===== config.mk =====
export PLATFORM = sky130hd
export DESIGN_NAME = modem_ctl_unit
export DESIGN_NICKNAME = d
export VERILOG_FILES = /design/src/rtl/mdm_pkg.sv /design/src/rtl/mdm_sync.sv /design/src/rtl/mdm_ctrl_reg.sv /design/src/rtl/mdm_status.sv /design/src/rtl/modem_ctl_unit.sv
export SDC_FILE = /design/constraint.sdc
export NUM_CORES = 1
export LEC_CHECK = 0
export BUFFER_PORTS_ARGS = -buffer_cell sky130_fd_sc_hd__buf_2
export CAP_MARGIN = 20
export CORE_AREA = 3 3 66 56
export DETAILED_ROUTE_END_ITERATION = 16
export DIE_AREA = 0 0 69 59
export REMOVE_ABC_BUFFERS = 1
export SLEW_MARGIN = 20
export SYNTH_ARGS = -nofsm -noshare
export SYNTH_HDL_FRONTEND = slang
export SYNTH_SLANG_ARGS = --single-unit

===== constraint.sdc =====
create_clock -name clk -period 1.3 [get_ports clk]
set_input_delay 0.26 -clock clk [delete_from_list [all_inputs] [get_ports clk]]
set_output_delay 0.26 -clock clk [all_outputs]
set_load 0.1 [all_outputs]

===== src/rtl/mdm_pkg.sv =====
package mdm_pkg;
  localparam int NLINES = 4;
  // line vector positions (status bits 4..7 in this order)
  localparam int L_CTS = 0;
  localparam int L_DSR = 1;
  localparam int L_RI  = 2;
  localparam int L_DCD = 3;
  // control register bit positions
  localparam int CTRL_W = 5;
  localparam int C_DTR  = 0;
  localparam int C_RTS  = 1;
  localparam int C_OUT1 = 2;
  localparam int C_OUT2 = 3;
  localparam int C_LOOP = 4;
  localparam logic [CTRL_W-1:0] CTRL_RST = 5'b01000;

  // control outputs seen as line inputs while in loopback
  function automatic logic [NLINES-1:0] loop_lines(input logic [CTRL_W-1:0] c);
    logic [NLINES-1:0] l;
    l[L_CTS] = c[C_RTS];
    l[L_DSR] = c[C_DTR];
    l[L_RI]  = c[C_OUT1];
    l[L_DCD] = c[C_OUT2];
    return l;
  endfunction
endpackage


===== src/rtl/mdm_sync.sv =====
module mdm_sync #(
  parameter int WIDTH  = 4,
  parameter int STAGES = 2
) (
  input  logic             clk,
  input  logic             rst,
  input  logic [WIDTH-1:0] d,
  output logic [WIDTH-1:0] q
);
  logic [STAGES-1:0][WIDTH-1:0] stg;

  always_ff @(posedge clk) begin
    if (rst) begin
      stg <= '0;
    end else begin
      stg[0] <= d;
      for (int i = 1; i < STAGES; i++) stg[i] <= stg[i-1];
    end
  end

  assign q = stg[STAGES-1];
endmodule


===== src/rtl/mdm_ctrl_reg.sv =====
module mdm_ctrl_reg
  import mdm_pkg::*;
(
  input  logic              clk,
  input  logic              rst,
  input  logic              wr,
  input  logic [CTRL_W-1:0] din,
  output logic [CTRL_W-1:0] ctrl
);
  always_ff @(posedge clk) begin
    if (rst)     ctrl <= CTRL_RST;
    else if (wr) ctrl <= din;
  end
endmodule


===== src/rtl/mdm_status.sv =====
module mdm_status
  import mdm_pkg::*;
#(
  parameter int SYNC_STAGES = 2
) (
  input  logic              clk,
  input  logic              rst,
  input  logic [NLINES-1:0] lines,
  input  logic              clr,
  input  logic              irq_en,
  output logic [NLINES-1:0] cur,
  output logic [NLINES-1:0] delta,
  output logic              irq
);
  // hold off change detection until the synchroniser carries real levels
  localparam int PRIME = SYNC_STAGES + 1;
  localparam int CW    = $clog2(PRIME + 1);

  logic [CW-1:0]     prime_cnt;
  logic              priming;
  logic [NLINES-1:0] chg, set_bits, delta_d;

  assign priming = (prime_cnt != CW'(PRIME));
  assign chg     = lines ^ cur;

  always_comb begin
    set_bits         = chg;
    set_bits[L_RI]   = cur[L_RI] & ~lines[L_RI];   // trailing edge only
    delta_d          = priming ? '0 : ((clr ? '0 : delta) | set_bits);
  end

  always_ff @(posedge clk) begin
    if (rst) begin
      prime_cnt <= '0;
      cur       <= '0;
      delta     <= '0;
      irq       <= 1'b0;
    end else begin
      if (priming) prime_cnt <= prime_cnt + 1'b1;
      cur   <= lines;
      delta <= delta_d;
      irq   <= irq_en & (|delta_d);
    end
  end
endmodule


===== src/rtl/modem_ctl_unit.sv =====
module modem_ctl_unit
  import mdm_pkg::*;
#(
  parameter int SYNC_STAGES = 2
) (
  input  logic       clk,
  input  logic       rst,
  input  logic       wr_en,
  input  logic       rd_en,
  input  logic       sel,
  input  logic [7:0] wdata,
  output logic [7:0] rdata,
  input  logic       msi_en,
  input  logic       cts_i,
  input  logic       dsr_i,
  input  logic       ri_i,
  input  logic       dcd_i,
  output logic       dtr_o,
  output logic       rts_o,
  output logic       out1_o,
  output logic       out2_o,
  output logic       loop_o,
  output logic       msi_o
);
  logic [NLINES-1:0] line_raw, line_sync, st_lines, st_delta;
  logic [CTRL_W-1:0] ctrl;
  logic              st_clear;

  always_comb begin
    line_raw        = '0;
    line_raw[L_CTS] = cts_i;
    line_raw[L_DSR] = dsr_i;
    line_raw[L_RI]  = ri_i;
    line_raw[L_DCD] = dcd_i;
  end

  mdm_sync #(.WIDTH(NLINES), .STAGES(SYNC_STAGES)) u_sync (
    .clk(clk), .rst(rst), .d(line_raw), .q(line_sync)
  );

  mdm_ctrl_reg u_ctrl (
    .clk(clk), .rst(rst), .wr(wr_en & ~sel), .din(wdata[CTRL_W-1:0]), .ctrl(ctrl)
  );

  assign st_clear = rd_en & sel & ~ctrl[C_LOOP];

  mdm_status #(.SYNC_STAGES(SYNC_STAGES)) u_stat (
    .clk(clk), .rst(rst), .lines(line_sync), .clr(st_clear), .irq_en(msi_en),
    .cur(st_lines), .delta(st_delta), .irq(msi_o)
  );

  always_ff @(posedge clk) begin
    if (rst) begin
      rdata <= '0;
    end else if (rd_en) begin
      if (!sel)              rdata <= {{(8-CTRL_W){1'b0}}, ctrl};
      else if (ctrl[C_LOOP]) rdata <= {loop_lines(ctrl), 4'b0000};
      else                   rdata <= {st_lines, st_delta};
    end
  end

  assign dtr_o  = ctrl[C_DTR];
  assign rts_o  = ctrl[C_RTS];
  assign out1_o = ctrl[C_OUT1];
  assign out2_o = ctrl[C_OUT2];
  assign loop_o = ctrl[C_LOOP];
endmodule


==> results by group, run 1 <==
Route
  • Total number of vias: 900
  • Drt pass-1 iters: 3
  • Vias/cell: 4.71
  • Total wire length: 2340 um
  • Routed wire per std cell: 12.3 um
  • Iteration-0 DRC count of the detailed router: 45
  • Drt drc: 0
  • Post-route ant nets: 0

Critical path
  • R2R cell count: 3
  • Startpoint Class: flop
  • Crit path max fanout: 12
  • CP peak stage delay: 0.47 ns
  • Crit path DAT: approximately 0.97 ns
  • Setup Crit Path Kind: reg -> out
  • WP buf/inv: 1
  • Crit-path cells: buf_12
  • Critical Path RT: 1.04 ns
  • Critical path's top delay family: flip-flops
  • Reg2reg end: rdata[7]
  • Flop2flop setup slack: roughly 0.2 ns
  • Reg2reg start: u_ctrl.ctrl[4]
  • Critical Path Sink Type: output pin
  • Slowest-stage cell, CP: dfxtp_2

Pwr
  • P_leak: 0.697 nW
  • Clock power share: 0.344
  • Sequential share of power: 0.486
  • Maximum VDD drop: approximately 0.55 mV
  • Internal: between 1.5 and 2 mW
  • PnR Total Power: 2.21 mW
  • Combinational share of power: 0.170
  • NetSw: 0.592 mW
  • Switching Share: 0.268
  • PD cells: 1310 nW/um^2

Floorplan
  • Ports: 32
  • Initial core utilization: 0.400
  • Die Footprint: 4070 um^2
  • Die Width: 69 um
  • Core area: ~3000 um^2
  • # rows: 18
  • Die Height: 59 um

Logic synthesis
  • Post-Syn Area: 1230 um^2
  • Top cell type by total area after synthesis: dfxtp_1
  • Ys Warns: 0
  • Post-Syn Area per Cell: 10.3 um^2
  • Yosys cell types: 23
  • Synth top area cells: dfxtp_1 (52%), nor2b_1 (7.7%), nand2b_1 (4.6%)
  • Number of synthesized register bits: 32
  • Mapped Cells: about 120
  • Synth top area share: 0.522
  • Sequential area share after synthesis: 0.522

Status
  • Status: completed

Finish
  • Fill cell count: 291
  • Layout Nets: 169
  • Area of the multi-input gates: 526 um^2
  • Fin area: 1690 um^2
  • N_diodes: 0
  • Storage cell area: roughly 640 um^2
  • Area Overhead vs Synth: 38.0%
  • Share of cells above drive strength 1: 0.272

STA
  • Endpoints failing setup: 0
  • Final Max Slew Viols: 0
  • RSZ-0062 raised after global routing: false
  • Fmax: ~0.82 GHz
  • Clk_skew: 0.00568 ns
  • Final-report hold violation count: 0
  • Slew @ Worst Pin: 0.319 ns
  • Slew Limit Headroom: 0.784
  • Fin crit period: 1.23 ns
  • Final Cycle Share: 0.943

Place
  • PortBufs: 28
  • RD Place Congestion: roughly 0.84
  • Post-DP HPWL: 1770 um
  • Placed Area: 1600 um^2

Clock tree
  • Clock-pin slew on the worst setup and hold paths: 0.06 ns
  • Clk root buf: clkbuf_8
  • H-tree level count: 2
  • Worst-Skew Late Latency: 0.28 ns
  • CTS Buffer Depth: 2
  • CTS-repair resized insts: 1
  • CTS buffer count: 5
  • CTS tree: built
  • Hold-fix buffers at CTS: 0
  • Num Clock Sinks: 32
  • Post-CTS Setup Bufs: 0

Global route
  • Pin count of the biggest net entering global routing: 18
  • Number of global-route vias before repair: 926
  • Total grt overflow: 0
  • Antenna violations before repair: 0
  • GRT Util Overall: 0.133
  • First-pass GRT wire length: between 4000 and 5000 um

Min path
  • Hold path startpoint: ri_i
  • Worst hold path type: in -> reg
  • Hold EP: u_sync.stg[2]
  • Worst hold stages: 2

Flow run
  • Max Cap Viol: 0
==> routing by layer <==
layer	part of all wire	vias up	GRT usage	wire, um
li1	-	463	-	-
met2	0.47	25	0.205	1090
met5	0	-	0	0
met3	0.077	5	0.0729	180
met4	0.012	0	0.0557	29
met1	0.44	407	0.156	1040
==> power groups by stage <==
stage	Clock [mW]	Sequential (mW)	Combinational, mW
2_1_floorplan	0	1.21	0.103
3_3_place_gp	0	1.09	0.369
3_5_place_dp	0	1.09	0.381
4_1_cts	0.774	1.07	0.382
5_1_grt	0.847	1.08	0.409
6_report	0.759	1.07	0.376
==> layout make-up <==
class                      count  share of cell area
clock buffer                   8              0.0533
sequential                    32               0.379
multi-input combinational     78               0.311
tap                           40              0.0296
timing repair buffer          32               0.225
inverter                       1             0.00222
==> stage by stage <==
step	utilization	setup TNS (ns)	worst slack (ns)	instances	hold slack, ns
CTS	0.552	0	0.0631	191	0.187
detailed placement	0.522	0	0.0560	183	0.425
floorplan	-	-4.02	-0.443	111	0.329
finish	0.552	0	0.0737	191	0.193
global placement	0.522	0	0.0543	183	0.417
global route	0.552	0	0.0273	191	0.181
==> worst max path at each step <==
stage	cells past startpoint	slack [ns]	start	end
after global placement	3	0.05	u_ctrl.ctrl[4]	rdata[7]
after CTS	1	0.06	u_ctrl.ctrl[4]	loop_o
after global routing	1	0.03	u_ctrl.ctrl[4]	loop_o
after detailed placement	3	0.06	u_ctrl.ctrl[4]	rdata[7]
final	1	0.07	u_ctrl.ctrl[4]	loop_o
after floorplan	3	-0.44	u_ctrl.ctrl[4]	rdata[7]
==> cells by family (layout without fill, tap and decap cells) <==
family / after synthesis / in the layout / synth area share
DFF: 32 / 32 / 0.522
AOI/OAI and AO/OA: 16 / 16 / 0.0878
buffers and inverters: 9 / 41 / 0.0490
muxes: 8 / 8 / 0.0684
xor gates and xnor gates: 4 / 4 / 0.0286
and+or+nand+nor: 49 / 49 / 0.234
adders and majority gates: 1 / 1 / 0.0102
==> synth_stat cells, drive strengths merged <==
cell	number
mux2i	5
a211oi	1
inv	1
a21o	1
o41ai	1
buf	8
a21oi	8
nor4	1
ha	1
xor2	4
mux2	3
nand3b	6
a211o	1
dfxtp	32
a311oi	4
nor2	14
nand2b	9
nand3	4
nor2b	15
==> cells in the final DEF, fill, tap and decap left out, types with 2 or more instances in the layout <==
cell type  count
a21oi_1        8
dfxtp_1       31
nor2_1        14
mux2_1         2
clkbuf_1       2
mux2i_1        5
buf_4          4
buf_12        14
nand3b_1       5
buf_2         14
xor2_1         4
nand3_1        4
nand2b_1       9
a311oi_1       4
clkbuf_8       6
nor2b_1       15
==> state kept, by name, summed over array words and instances (netlist names) <==
register / cells
u_stat.cur: 4
u_stat.prime_cnt: 2
u_ctrl.ctrl: 5
u_stat.irq: 1
u_sync.stg: 4
rdata: 8
u_stat.delta: 4
u_sync.q: 4
Power figures use the tool's default switching activity.
==> inputs of run 2 (changes only) <==
Settings changed: GPL_TIMING_DRIVEN set to 0.
==> run 2 against run 1 <==
Against the previous run: worst hold slack got worse by 0.0073 ns; critical path depth unchanged; cell count decreased by 2.1%; sequential share of layout area increased by 5.3 points; sequential power about the same; die area unchanged.
==> results by group, run 2 (synthesized netlist as in run 1, its figures left out) <==
Global route
  • Antenna violations before repair: 0 (unchanged)
  • Total grt overflow: 0 (unchanged)
  • First-pass GRT wire length: 3640 um (-14%)
  • Pin count of the biggest net entering global routing: 29 (+11)
  • Number of global-route vias before repair: 800 (-14%)
  • GRT Util Overall: 0.117 (-0.0161)

Place
  • PortBufs: 28 (unchanged)
  • DP Cell Count: 179 (-2.2%)
  • Pre-CTS WS: -0.206 ns (-0.262 ns)
  • Placed Area: 1360 um^2 (-15%)
  • Post-DP HPWL: 1520 um (-14%)
  • RD Place Congestion: 0.697 (-17%)

Clock tree
  • Num Clock Sinks: 32 (unchanged)
  • CTS tree: built
  • Worst-Skew Late Latency: 0.28 ns (about the same)
  • CTS Buffer Depth: 2 (unchanged)
  • CTS buffer count: 5 (unchanged)
  • Clock-pin slew on the worst setup and hold paths: 0.06 ns (about the same)
  • Hold-fix buffers at CTS: 0 (unchanged)
  • H-tree level count: 2 (unchanged)
  • Clk root buf: clkbuf_8

Flow run
  • Max Cap Viol: 0 (unchanged)

Route
  • Iteration-0 DRC count of the detailed router: 41 (-8.9%)
  • Total wire length: 2230 um (-4.8%)
  • Drt drc: 0 (unchanged)
  • Post-route ant nets: 0 (unchanged)
  • Routed wire per std cell: 11.9 um (-2.8%)
  • Drt pass-1 iters: 4 (+1)
  • Vias/cell: 4.66 (-1.2%)
  • Total number of vias: 871 (-3.2%)

STA
  • Fin crit period: 1.25 ns (+0.0278 ns)
  • Slew Limit Headroom: 0.577 (-0.208)
  • Fmax: 0.797 GHz (-2.2%)
  • Slew @ Worst Pin: 0.633 ns (+0.314 ns)
  • RSZ-0062 raised after global routing: false
  • Setup ws final: 0.0458 ns (-0.0278 ns)
  • Final Max Slew Viols: 0 (unchanged)
  • Final-report hold violation count: 0 (unchanged)
  • Final Cycle Share: 0.965 (+0.0214)
  • Clk_skew: 0.00542 ns (-0.000264 ns)
  • Fin Hold WS: 0.186 ns (-0.00729 ns)
  • Endpoints failing setup: 0 (unchanged)
  • Fin Setup TNS: 0 ns (unchanged)

Min path
  • Worst hold path type: in -> reg
  • Hold path startpoint: dsr_i

Floorplan
  • Die Footprint: 4070 um^2 (unchanged)
  • Die Height: 59 um (unchanged)
  • Die Width: 69 um (unchanged)
  • Core area: 3060 um^2 (unchanged)
  • Initial core utilization: 0.400 (unchanged)
  • # rows: 18 (unchanged)
  • Ports: 32 (unchanged)

Finish
  • Biggest regs: rdata (8), u_ctrl.ctrl (5)
  • Fill cell count: 307 (+5.5%)
  • Storage cell area: 644 um^2 (+0.39%)
  • Area of the multi-input gates: 526 um^2 (unchanged)
  • Non-Filler Instances: 187 (-2.1%)
  • Most common cell after layout, fill and taps aside: dfxtp_1
  • Max reg flops: 8 (unchanged)
  • Fin util: 0.487 (-0.0658)
  • Most frequent cells in the layout: dfxtp_1 (31), nor2b_1 (15), buf_2 (15), nor2_1 (14), buf_4 (11)
  • Area Overhead vs Synth: 21.5%
  • N_diodes: 0 (unchanged)
  • Fin area: 1490 um^2 (-12%)
  • Largest Register: rdata
  • Share of cells above drive strength 1: 0.252 (-0.0198)
  • Layout Nets: 165 (-2.4%)

Critical path
  • Critical Path RT: 1.04 ns (about the same)
  • Reg2reg start: u_ctrl.ctrl[4]
  • CP peak stage delay: 0.41 ns (-0.06 ns)
  • Setup Crit Path Kind: reg -> out
  • Crit path max fanout: 1 (-11)
  • Startpoint Class: flop
  • Critical path's top delay family: buffers and inverters
  • Slowest-stage cell, CP: buf_2
  • Crit path DAT: 0.99 ns (+0.02 ns)
  • Critical Path Sink Type: output pin
  • Crit path launch: u_stat.irq
  • Crit-path cells: buf_2
  • WP buf/inv: 1 (unchanged)

Pwr
  • PnR Total Power: 2.14 mW (-2.9%)
  • Maximum VDD drop: 0.626 mV (+15%)
  • P_leak: 0.633 nW (-9.2%)
  • PD cells: 1440 nW/um^2 (+10%)

Status
  • Status: completed
-- run 2: changes by cell type in the layout (fill, tap and decap cells not counted), sizes merged --
cell    before  now
clkbuf       8    9
buf         32   27
-- run 2: area by class of cell --
type | instances | area share
clock buffers | 8 | 0.0605
inverters | 1 | 0.00252
multi-input cells | 78 | 0.353
flip-flops and latches | 32 | 0.432
well taps | 40 | 0.0336
repair buffers | 28 | 0.118
-- run 2: report_power, final --
group	switching [mW]	total, mW	internal, mW	leakage [nW]
Combinational	0.217	0.320	0.103	0.325
Sequential	0.0322	1.06	1.03	0.263
Clock	0.331	0.762	0.431	0.0455
-- run 2: path summary, 6_finish.rpt --
path                                      end  slack [ns]  cells after the start
worst max-delay path                    msi_o        0.05                      1
worst min-delay path            u_sync.stg[1]        0.19                      2
worst max register to register       rdata[7]        0.25                      3
worst min register to register    u_sync.q[3]        0.43                      1
-- run 2: metal layers --
| metal | routed length (um) | GRT usage | part of all wire | vias up |
|---|---|---|---|---|
| met1 | 1070 | 0.130 | 0.48 | 386 |
| met4 | 50 | 0.0585 | 0.022 | 0 |
| met2 | 939 | 0.181 | 0.42 | 25 |
| met5 | 0 | 0 | 0 | - |
| li1 | - | - | - | 453 |
| met3 | 170 | 0.0695 | 0.076 | 7 |
-- run 2: repair_timing --
| item | CTS | global route |
|---|---|---|
| resized for setup | 14 | 2 |
| buffers inserted | 0 | 0 |
| setup endpoints to repair | 12 | 2 |
| endpoints found under the hold margin | 0 | 0 |
| pin swaps | 0 | 0 |
-- run 2: worst register-to-register path, cell delays in order (launching register included) --
cell,delay (ns)
dfxtp_4,0.42
mux2_2,0.35
nand3_1,0.08
a21oi_1,0.07
